## config.mk

```make
export PLATFORM = sky130hd
export DESIGN_NAME = mbx_send_ctrl
export DESIGN_NICKNAME = d
export VERILOG_FILES = /design/src/rtl/mbx_pkg.sv /design/src/rtl/mbx_slot_store.sv /design/src/rtl/mbx_chan_flags.sv /design/src/rtl/mbx_irq_ctrl.sv /design/src/rtl/mbx_send_ctrl.sv
export SDC_FILE = /design/constraint.sdc
export NUM_CORES = 1
export LEC_CHECK = 0
export BUFFER_PORTS_ARGS = -buffer_cell sky130_fd_sc_hd__buf_2
export CAP_MARGIN = 15
export CORE_ASPECT_RATIO = 0.9
export CORE_MARGIN = 4
export CORE_UTILIZATION = 40
export CTS_BUF_LIST = sky130_fd_sc_hd__clkbuf_8 sky130_fd_sc_hd__clkbuf_16
export DETAILED_ROUTE_END_ITERATION = 6
export HOLD_SLACK_MARGIN = 0.03
export SLEW_MARGIN = 40
export SYNTH_ARGS = -nofsm -noshare
export SYNTH_HDL_FRONTEND = slang
export SYNTH_SLANG_ARGS = --single-unit
```

## constraint.sdc

```tcl
create_clock -name clk -period 11 [get_ports clk]
set_input_delay 1.1 -clock clk [delete_from_list [all_inputs] [get_ports clk]]
set_output_delay 1.1 -clock clk [all_outputs]
set_load 0.005 [all_outputs]
```

## src/rtl/mbx_pkg.sv

```systemverilog
package mbx_pkg;
  typedef enum logic [5:0] {
    OFS_CHAN  = 6'h00,
    OFS_LO    = 6'h04,
    OFS_HI    = 6'h08,
    OFS_SEND  = 6'h0C,
    OFS_CLR   = 6'h10,
    OFS_STAT  = 6'h14,
    OFS_ISTAT = 6'h18,
    OFS_IMASK = 6'h1C,
    OFS_LOCK  = 6'h20,
    OFS_CAP   = 6'h24
  } mbx_ofs_e;

  // interrupt source indices
  localparam int EV_ACCEPT  = 0;
  localparam int EV_OVF     = 1;
  localparam int EV_DELIVER = 2;
  localparam int EV_NUM     = 3;

  // fields of the packed status word
  localparam int STAT_BUSY_LSB = 0;
  localparam int STAT_OVF_LSB  = 8;
  localparam int STAT_DLV_LSB  = 16;
endpackage

```

## src/rtl/mbx_slot_store.sv

```systemverilog
module mbx_slot_store #(
  parameter int NUM_CH = 8,
  parameter int MSG_W  = 64,
  localparam int CH_W  = $clog2(NUM_CH)
) (
  input  logic             clk,
  input  logic             wr_en,
  input  logic [CH_W-1:0]  wr_ch,
  input  logic [MSG_W-1:0] wr_msg,
  input  logic [CH_W-1:0]  rd_ch,
  output logic [MSG_W-1:0] rd_msg
);
  // one message slot per channel: a plain array, so block RAM can be inferred
  logic [MSG_W-1:0] slots [NUM_CH];

  always_ff @(posedge clk) begin
    if (wr_en) slots[wr_ch] <= wr_msg;
  end

  always_ff @(posedge clk) begin
    rd_msg <= slots[rd_ch];
  end
endmodule

```

## src/rtl/mbx_chan_flags.sv

```systemverilog
module mbx_chan_flags #(
  parameter int NUM_CH = 8,
  localparam int CH_W  = $clog2(NUM_CH)
) (
  input  logic              clk,
  input  logic              rst,
  input  logic              send,
  input  logic [CH_W-1:0]   send_ch,
  input  logic [NUM_CH-1:0] fetch,
  input  logic              clr_wr,
  input  logic [NUM_CH-1:0] clr_dlv,
  input  logic [NUM_CH-1:0] clr_ovf,
  output logic [NUM_CH-1:0] busy,
  output logic [NUM_CH-1:0] ovf,
  output logic [NUM_CH-1:0] dlv,
  output logic              accept,
  output logic              ev_ovf,
  output logic              ev_dlv
);
  logic [NUM_CH-1:0] hit;

  assign accept = send && !busy[send_ch];
  assign ev_ovf = send && busy[send_ch];
  assign ev_dlv = |(fetch & busy);

  for (genvar c = 0; c < NUM_CH; c++) begin : g_ch
    assign hit[c] = send && (send_ch == CH_W'(c));

    always_ff @(posedge clk) begin
      if (rst) begin
        busy[c] <= 1'b0;
        ovf[c]  <= 1'b0;
        dlv[c]  <= 1'b0;
      end else begin
        busy[c] <= (busy[c] && !fetch[c]) || (hit[c] && !busy[c]);
        ovf[c]  <= (ovf[c] && !(clr_wr && clr_ovf[c])) || (hit[c] && busy[c]);
        dlv[c]  <= (dlv[c] && !(clr_wr && clr_dlv[c])) || (fetch[c] && busy[c]);
      end
    end

    // a send to an idle channel leaves it busy
    assert_busy_on_send_R3: assert property (@(posedge clk) disable iff (rst)
      (hit[c] && !busy[c]) |=> busy[c]);
    // a send to a busy channel marks overflow and keeps it busy
    assert_ovf_on_busy_R4: assert property (@(posedge clk) disable iff (rst)
      (hit[c] && busy[c] && !fetch[c]) |=> (ovf[c] && busy[c]));
    // a fetch of a pending message frees the channel and marks delivery
    assert_fetch_delivers_R5: assert property (@(posedge clk) disable iff (rst)
      (fetch[c] && busy[c] && !hit[c]) |=> (!busy[c] && dlv[c]));
    // the clear register never touches busy
    assert_clr_keeps_busy_R6: assert property (@(posedge clk) disable iff (rst)
      (clr_wr && !hit[c] && !fetch[c]) |=> $stable(busy[c]));
  end
endmodule

```

## src/rtl/mbx_irq_ctrl.sv

```systemverilog
module mbx_irq_ctrl
  import mbx_pkg::*;
(
  input  logic              clk,
  input  logic              rst,
  input  logic              mask_wr,
  input  logic [EV_NUM-1:0] mask_wdata,
  input  logic              clr,
  input  logic [EV_NUM-1:0] events,
  output logic [EV_NUM-1:0] mask,
  output logic              pend
);
  logic raise;
  assign raise = |(events & ~mask);

  always_ff @(posedge clk) begin
    if (rst) begin
      mask <= '1;
      pend <= 1'b0;
    end else begin
      if (mask_wr) mask <= mask_wdata;
      pend <= raise || (pend && !clr);
    end
  end

  // the pending bit holds until an explicit clear
  assert_irq_sticky_R8: assert property (@(posedge clk) disable iff (rst)
    (pend && !clr) |=> pend);
  // with no unmasked event the pending bit cannot rise
  assert_irq_masked_R7: assert property (@(posedge clk) disable iff (rst)
    (!pend && !raise) |=> !pend);
endmodule

```

## src/rtl/mbx_send_ctrl.sv

```systemverilog
module mbx_send_ctrl
  import mbx_pkg::*;
#(
  parameter int NUM_CH = 8,
  localparam int CH_W  = $clog2(NUM_CH),
  localparam int MSG_W = 64
) (
  input  logic              clk,
  input  logic              rst,
  input  logic              bus_wr,
  input  logic              bus_rd,
  input  logic [5:0]        bus_addr,
  input  logic [31:0]       bus_wdata,
  output logic [31:0]       bus_rdata,
  input  logic [NUM_CH-1:0] fetch,
  input  logic [CH_W-1:0]   peek_ch,
  output logic [MSG_W-1:0]  peek_msg,
  output logic              irq
);
  logic [CH_W-1:0]   chan_q;
  logic [31:0]       lo_q, hi_q;
  logic              lock_q;
  logic              send, clr_wr, irq_clr, mask_wr;
  logic [NUM_CH-1:0] busy, ovf, dlv;
  logic              accept, ev_ovf, ev_dlv;
  logic [EV_NUM-1:0] events, mask;
  logic              pend;
  logic [7:0]        busy8, ovf8, dlv8;
  logic [31:0]       rd_next;

  assign send    = bus_wr && (bus_addr == OFS_SEND);
  assign clr_wr  = bus_wr && (bus_addr == OFS_CLR);
  assign irq_clr = bus_wr && (bus_addr == OFS_ISTAT) && bus_wdata[0];
  assign mask_wr = bus_wr && (bus_addr == OFS_IMASK);

  // staging registers
  always_ff @(posedge clk) begin
    if (rst) begin
      chan_q <= '0;
      lo_q   <= '0;
      hi_q   <= '0;
    end else if (bus_wr) begin
      case (bus_addr)
        OFS_CHAN: chan_q <= bus_wdata[CH_W-1:0];
        OFS_LO:   lo_q   <= bus_wdata;
        OFS_HI:   hi_q   <= bus_wdata;
        default: ;
      endcase
    end
  end

  // test-and-set lock
  always_ff @(posedge clk) begin
    if (rst) lock_q <= 1'b0;
    else if (bus_rd && bus_addr == OFS_LOCK) lock_q <= 1'b1;
    else if (bus_wr && bus_addr == OFS_LOCK && bus_wdata == '0) lock_q <= 1'b0;
  end

  mbx_chan_flags #(.NUM_CH(NUM_CH)) u_flags (
    .clk(clk), .rst(rst), .send(send), .send_ch(chan_q), .fetch(fetch),
    .clr_wr(clr_wr),
    .clr_dlv(bus_wdata[STAT_DLV_LSB +: NUM_CH]),
    .clr_ovf(bus_wdata[STAT_OVF_LSB +: NUM_CH]),
    .busy(busy), .ovf(ovf), .dlv(dlv),
    .accept(accept), .ev_ovf(ev_ovf), .ev_dlv(ev_dlv)
  );

  mbx_slot_store #(.NUM_CH(NUM_CH), .MSG_W(MSG_W)) u_store (
    .clk(clk), .wr_en(accept), .wr_ch(chan_q), .wr_msg({hi_q, lo_q}),
    .rd_ch(peek_ch), .rd_msg(peek_msg)
  );

  always_comb begin
    events = '0;
    events[EV_ACCEPT]  = accept;
    events[EV_OVF]     = ev_ovf;
    events[EV_DELIVER] = ev_dlv;
  end

  mbx_irq_ctrl u_irq (
    .clk(clk), .rst(rst), .mask_wr(mask_wr),
    .mask_wdata(bus_wdata[EV_NUM-1:0]), .clr(irq_clr),
    .events(events), .mask(mask), .pend(pend)
  );

  assign irq = pend;

  always_comb begin
    busy8 = '0; ovf8 = '0; dlv8 = '0;
    busy8[NUM_CH-1:0] = busy;
    ovf8[NUM_CH-1:0]  = ovf;
    dlv8[NUM_CH-1:0]  = dlv;
    rd_next = '0;
    case (bus_addr)
      OFS_CHAN:  rd_next[CH_W-1:0] = chan_q;
      OFS_LO:    rd_next = lo_q;
      OFS_HI:    rd_next = hi_q;
      OFS_STAT:  rd_next = {8'h00, dlv8, ovf8, busy8};
      OFS_ISTAT: rd_next[0] = pend;
      OFS_IMASK: rd_next[EV_NUM-1:0] = mask;
      OFS_LOCK:  rd_next[0] = lock_q;
      OFS_CAP:   rd_next = 32'(NUM_CH);
      default:   rd_next = '0;
    endcase
  end

  always_ff @(posedge clk) begin
    if (rst) bus_rdata <= '0;
    else if (bus_rd) bus_rdata <= rd_next;
  end

  // any read of the lock register leaves it held
  assert_lock_taken_R9: assert property (@(posedge clk) disable iff (rst)
    (bus_rd && bus_addr == OFS_LOCK) |=> lock_q);
  // a nonzero write never frees a held lock
  assert_lock_kept_R9: assert property (@(posedge clk) disable iff (rst)
    (lock_q && !(bus_wr && bus_addr == OFS_LOCK && bus_wdata == '0)) |=> lock_q);
endmodule

```

# [Word level (Yosys, flattened, before mapping)]
# Memory sizes are Yosys's and may differ from the RTL's. A register that Yosys moved wholly into a read port is not among the register bits.
# Cells that the tools add are included.
# W data, S select, Z words.
[word_totals] inputBits=53 ram_bits=512 elab_cells=212 mem_count=1 out_inout_bits=97 reg_bits=128
[classes] n_bitwise=3 n_eq_ne=16 mux=9 reduce_logical=151 magnitude_cmp=1
[mem_list] name="u_store.slots" depth=8 word_bits=64 read_ports=1 rd_clocked_by_memory_dff=1 wr=1 line="mbx_slot_store.sv:14" text="logic [MSG_W-1:0] slots [NUM_CH];"
[ops] op="$pmux W29 S4" n=1
[ops] op="$logic_and A1 B1 Y1" n=83
[ops] op="$logic_not A1 Y1" n=34
[ops] op="$logic_not A32 Y1" n=1
[ops] op="$logic_or A1 B1 Y1" n=25
[ops] op="$eq A6 B5 Y1 const B" n=4
[ops] op="$eq A3 B3 Y1 const B" n=4
[ops] op="$eq A6 B4 Y1 const B" n=2
[ops] op="$eq A6 B6 Y1 const B" n=2
[ops] op="$pmux W2 S5" n=1
[ops] op="$and A8 B8 Y8" n=1
[ops] op="$reduce_or A8 Y1" n=1
[ops] op="$pmux W1 S7" n=1
[ops] op="$eq A3 B2 Y1 const B" n=2
[ops] op="$eq A6 B3 Y1 const B" n=1
[ops] op="$logic_not A6 Y1" n=1
[ops] op="$reduce_and A2 Y1" n=3
[ops] op="$mux W1" n=5
[ops] op="$lt A3 B4 Y1 const B" n=1
[ops] op="$and A3 B3 Y3" n=1
[ops] op="$bmux W1 S3" n=1
[ops] op="$eq A3 B1 Y1 const B" n=1
[ops] op="$logic_not A3 Y1" n=1
[ops] op="$not A3 Y3" n=1
[ops] op="2 further kinds" n=2

# [Longest topological paths before layout]
[logic_depth] depth_word=7 ltp_mapped=8 mapped_depth_nobuf=5

# [By module]
# A second synthesis with hierarchy kept.
[unflattened] cells_unflattened=1460 area_unflattened_um2=25904.8
[by_module_without_submodules] module="mbx_slot_store" seq_area_each_um2=16656.0 cells_each=816 n_inst=1 area_each_um2=20547.2
[by_module_without_submodules] module="mbx_send_ctrl" seq_area_each_um2=2001.9 cells_each=496 n_inst=1 area_each_um2=4126.5
[by_module_without_submodules] module="mbx_chan_flags" seq_area_each_um2=480.5 cells_each=133 n_inst=1 area_each_um2=1072.3
[by_module_without_submodules] module="mbx_irq_ctrl" seq_area_each_um2=80.1 cells_each=15 n_inst=1 area_each_um2=158.9

# [Worst setup path before layout]
# Ideal clock, no wire load.
[synth_path] kind="input -> register" start="in bus_addr[4]" end="reg u_flags.busy[0]" arrival_ns=8.696 cell_stages=5 required_time_ns=10.915 n_path_buf=1 slack_ns=2.218 setup_time_ns=0.085 cell_sequence="buf_2 > nor4_2 > nand3_1 > nor4_1 > o21ba_2"
[synth_via] elab_chain_len=5
[synth_lines] element="from (decl)" line="mbx_send_ctrl.sv:12" text="input logic [5:0] bus_addr,"
[synth_lines] element="$eq A6 B4 Y1" line="mbx_send_ctrl.sv:31" text="assign send = bus_wr && (bus_addr == OFS_SEND);"
[synth_lines] element="$logic_and A1 B1 Y1" line="mbx_send_ctrl.sv:31"
[synth_lines] element="$logic_and A1 B1 Y1" line="mbx_chan_flags.sv:27" text="assign hit[c] = send && (send_ch == CH_W'(c));"
[synth_lines] element="$logic_and A1 B1 Y1" line="mbx_chan_flags.sv:35" text="busy[c] <= (busy[c] && !fetch[c]) || (hit[c] && !busy[c]);"
[synth_lines] element="$logic_or A1 B1 Y1" line="mbx_chan_flags.sv:35"
[synth_lines] element="to (signal, indexed assignment)" line="mbx_chan_flags.sv:35"
[synth_lines] element="to (decl)" line="mbx_chan_flags.sv:13" text="output logic [NUM_CH-1:0] busy,"
# No other way between the ends.
# A chain may end at the register's enable or synchronous reset.

# [Final worst setup path]
[layout_path] start="in bus_addr[4]" end="mem u_store.slots[3][38], enable pin"
[layout_via] elab_chain_len=5
[layout_lines] element="$eq A6 B4 Y1" line="mbx_send_ctrl.sv:31"
[layout_lines] element="$logic_and A1 B1 Y1" line="mbx_send_ctrl.sv:31"
[layout_lines] element="$logic_and A1 B1 Y1" line="mbx_chan_flags.sv:22" text="assign accept = send && !busy[send_ch];"
[layout_lines] element="$mux W1" line="mbx_slot_store.sv:17" text="if (wr_en) slots[wr_ch] <= wr_msg;"
[layout_lines] element="$mux W1 (not written as such)" line="mbx_slot_store.sv:17"
[layout_lines] element="to (decl)" line="mbx_slot_store.sv:14"
# No other way between the ends.

==> out/results.ini <==
[clock_network]
root_buffer=clkbuf_16
cts_buffers=72
cts_hold_buf=0
cts_setup_buffers=0
cts_tree=yes
cts_sinks=704
clk_pin_slew_worst_paths_ps=60
clk_latency_ps=600
clockBufferDepth=3
htreeDepth=3
cts_resized=0

[route]
via_per_inst=5.440
vias=13850
routed_wl_um=61670
routedWlPerCell_um=24.22
ant_nets=0
dr.pass1.iters=7
drtIter0Drc=1237
drc=0

[sta]
period_needed_ps=3384
fin_skew_ps=14.29
max_slew_margin_pct=43.32
finalHoldViolations=0
setup_viol=0
finalCritPeriodShare_pct=30.76
rsz0062_at_grt=false
slew_violations=0
holdWs_ps=453.3
finalSetupTns_ps=0
worst-slew-pin-transition_ps=849.5
fmax_mhz=295.5

[synthesis]
syn_area_um2=25720
ys_seq_elements=704
synth_async_sr_flop_share_pct=0
synth_fp_nets=1528
yosysSeqAreaShare_pct=74.72
avgSynthCellArea_um2=17.44
postSynthCellCount=1475
yosysWarnings=0
yosys.cell_types.count=45
synth_flop_cell=edfxtp_1
synth-edff-count=512

[final_layout]
area_growth_pct=16.17
fillers=5383
layout-drive-gt1-share_pct=29.39
fin_nets=1694
diodes=0
postLayoutCellArea_um2=29880

[setup_path]
worstPathArrival_ps=3610
slowest_stage=buf_4
crit_top_cell=buf_4
setup.worst_path.end_class=flip-flop
crit_buf_inv=3
crit_path_start_kind=primary input
crit_family=buffers and inverters
path_cells=buf_2, nor4_2, nand3_1, nor3_2, buf_4, buf_4
critPathMaxStageDelay_ps=640
path_class=primary input to flip-flop
critPathMaxFanout=38
required_ps=11220

[floorplanning]
ioPinCount=150
die_h_um=248.6
die_area_um2=68430
start_util_pct=40.74
coreArea_um2=63140
die_w_um=275.3
fp-row-count=87

[global_routing]
grt-ovfl-total=0
grt_pass1_vias=14190
grt_use_total_pct=18.14
antenna_found_initial=3
grt_max_degree=103
grt_pass1_wl_um=92300

[place]
gp_congestion=0.8960
dpl_cell_area_um2=27410
hpwl_um=37400
port_buffers=149

[job]
maxCapViolCount=0

[min_path]
hp-class=flip-flop to flip-flop

[power_and_ir_drop]
p_per_area_nw_per_um2=181.2
p_leak_nw=11.32
peakVddDrop_mv=0.1209

[run_status]
status=complete, no violations

-- kinds of logic (layout without fill, tap and decap cells) --
kind of cell	after synthesis	in the layout	share of synthesized area [%]
flops	704	704	74.72
simple gates	293	293	4.937
compound gates	192	192	4.490
mux	195	195	14.23
buf+inv	91	317	1.630
-- worst paths after layout --
check / slack (ps) / endpoint / startpoint / cells after the start
max: 7620 / u_store.slots[3][38]$_DFFE_PP_ / bus_addr[4] / 6
min: 450 / bus_rdata[25]$_SDFFE_PP0P_ / bus_rdata[25]$_SDFFE_PP0P_ / 2
max reg2reg: 8350 / u_store.slots[4][41]$_DFFE_PP_ / chan_q[2]$_SDFFE_PP0P_ / 4
min reg2reg: 450 / bus_rdata[25]$_SDFFE_PP0P_ / bus_rdata[25]$_SDFFE_PP0P_ / 2
-- cells in the mapped netlist, types with 2 or more instances --
master	n	area (um^2)
edfxtp_1	512	15370
nand2_1	205	769.5
dfxtp_1	192	3844
mux4_2	130	2928
a21oi_1	104	520.5
mux2_2	65	732.0
clkbuf_1	49	183.9
nor2_1	29	108.9
o21ai_0	26	130.1
buf_2	23	115.1
a22o_1	21	183.9
a22oi_1	16	120.1
nor3_1	10	50.05
nor4_1	10	62.56
inv_1	8	30.03
nand3_1	8	40.04
nor2b_1	8	50.05
a32oi_1	5	43.79
buf_4	5	37.54
nand2b_1	5	31.28
a211o_1	4	35.03
buf_6	4	45.04
nand4_1	4	25.02
and2_1	3	18.77
o21ai_1	3	15.01
a211oi_1	2	15.01
a222oi_1	2	20.02
a311oi_1	2	17.52
and3_1	2	12.51
buf_1	2	7.510
nor4b_1	2	17.52
-- through the flow --
step	cells	setup slack, ps	utilization (%)	power, mW
5_1_grt	2546	7428	47.33	5.589
6_report	2546	7616	47.33	5.415
4_1_cts	2545	7678	47.31	5.472
3_3_place_gp	2411	6995	43.38	2.987
2_1_floorplan	1475	2218	-	2.941
3_5_place_dp	2411	7032	43.41	2.988
-- registers in the layout, indices dropped and copies added, names as in the netlist, 3 cells and up --
register / flops
u_store.slots: 512
u_store.rd_msg: 64
bus_rdata: 32
hi_q: 32
lo_q: 32
u_flags.busy: 8
u_flags.dlv: 8
u_flags.ovf: 8
chan_q: 3
u_irq.mask: 3
-- power by group --
group / leakage (nW) / internal, mW / switching (mW)
Combinational: 2.61 / 0.0398 / 0.0729
Sequential: 7.45 / 2.81 / 0.00415
Clock: 1.26 / 1.48 / 1.00
-- worst reg2reg max path, delay by kind of cell (launching register included) --
| family | cells | cell delay [ps] |
|---|---|---|
| buffers and inverters | 2 | 1170 |
| DFF | 1 | 610 |
| and+or+nand+nor | 2 | 460 |
-- metal layers --
layer,GRT usage (%),vias up,part of all wire [%]
li1,-,6074,-
met1,25.87,7130,43
met2,27.70,544,46
met3,5.456,98,9.3
met4,4.096,4,1.8
met5,0,-,0.034
-- area by class of cell --
cell class / instances / area (um^2) / share of cell area (%)
inverter: 8 / 30.03 / 0.1005
clock buffer: 83 / 1976 / 6.611
timing repair buffer: 175 / 975.9 / 3.266
clock inverter: 51 / 486.7 / 1.629
multi-input combinational: 680 / 6138 / 20.54
tap: 845 / 1057 / 3.538
sequential: 704 / 19220 / 64.31
-- placed cells by master, fill, tap and decap left out, types with 3 or more instances in the layout --
cell,instances
nor3_1,4
nand2b_1,5
nand2_2,3
dfxtp_1,192
buf_4,25
nor4_1,8
edfxtp_1,512
mux2_2,65
nand3_1,8
clkinv_8,3
buf_2,145
nand2_1,202
and2_1,3
clkbuf_8,10
nor3_2,6
a22o_1,21
a21oi_1,104
a22oi_1,16
bufinv_16,8
o21ai_1,3
nand4_1,4
a32oi_1,5
clkinv_2,9
clkinvlp_4,3
inv_1,23
clkinv_1,8
nor4_2,3
a211o_1,4
nor2_1,28
o21ai_0,26
nor2b_1,8
clkbuf_16,74
inv_6,4
mux4_2,130
buf_6,3
Note: power is estimated with default switching activity, not from simulation.
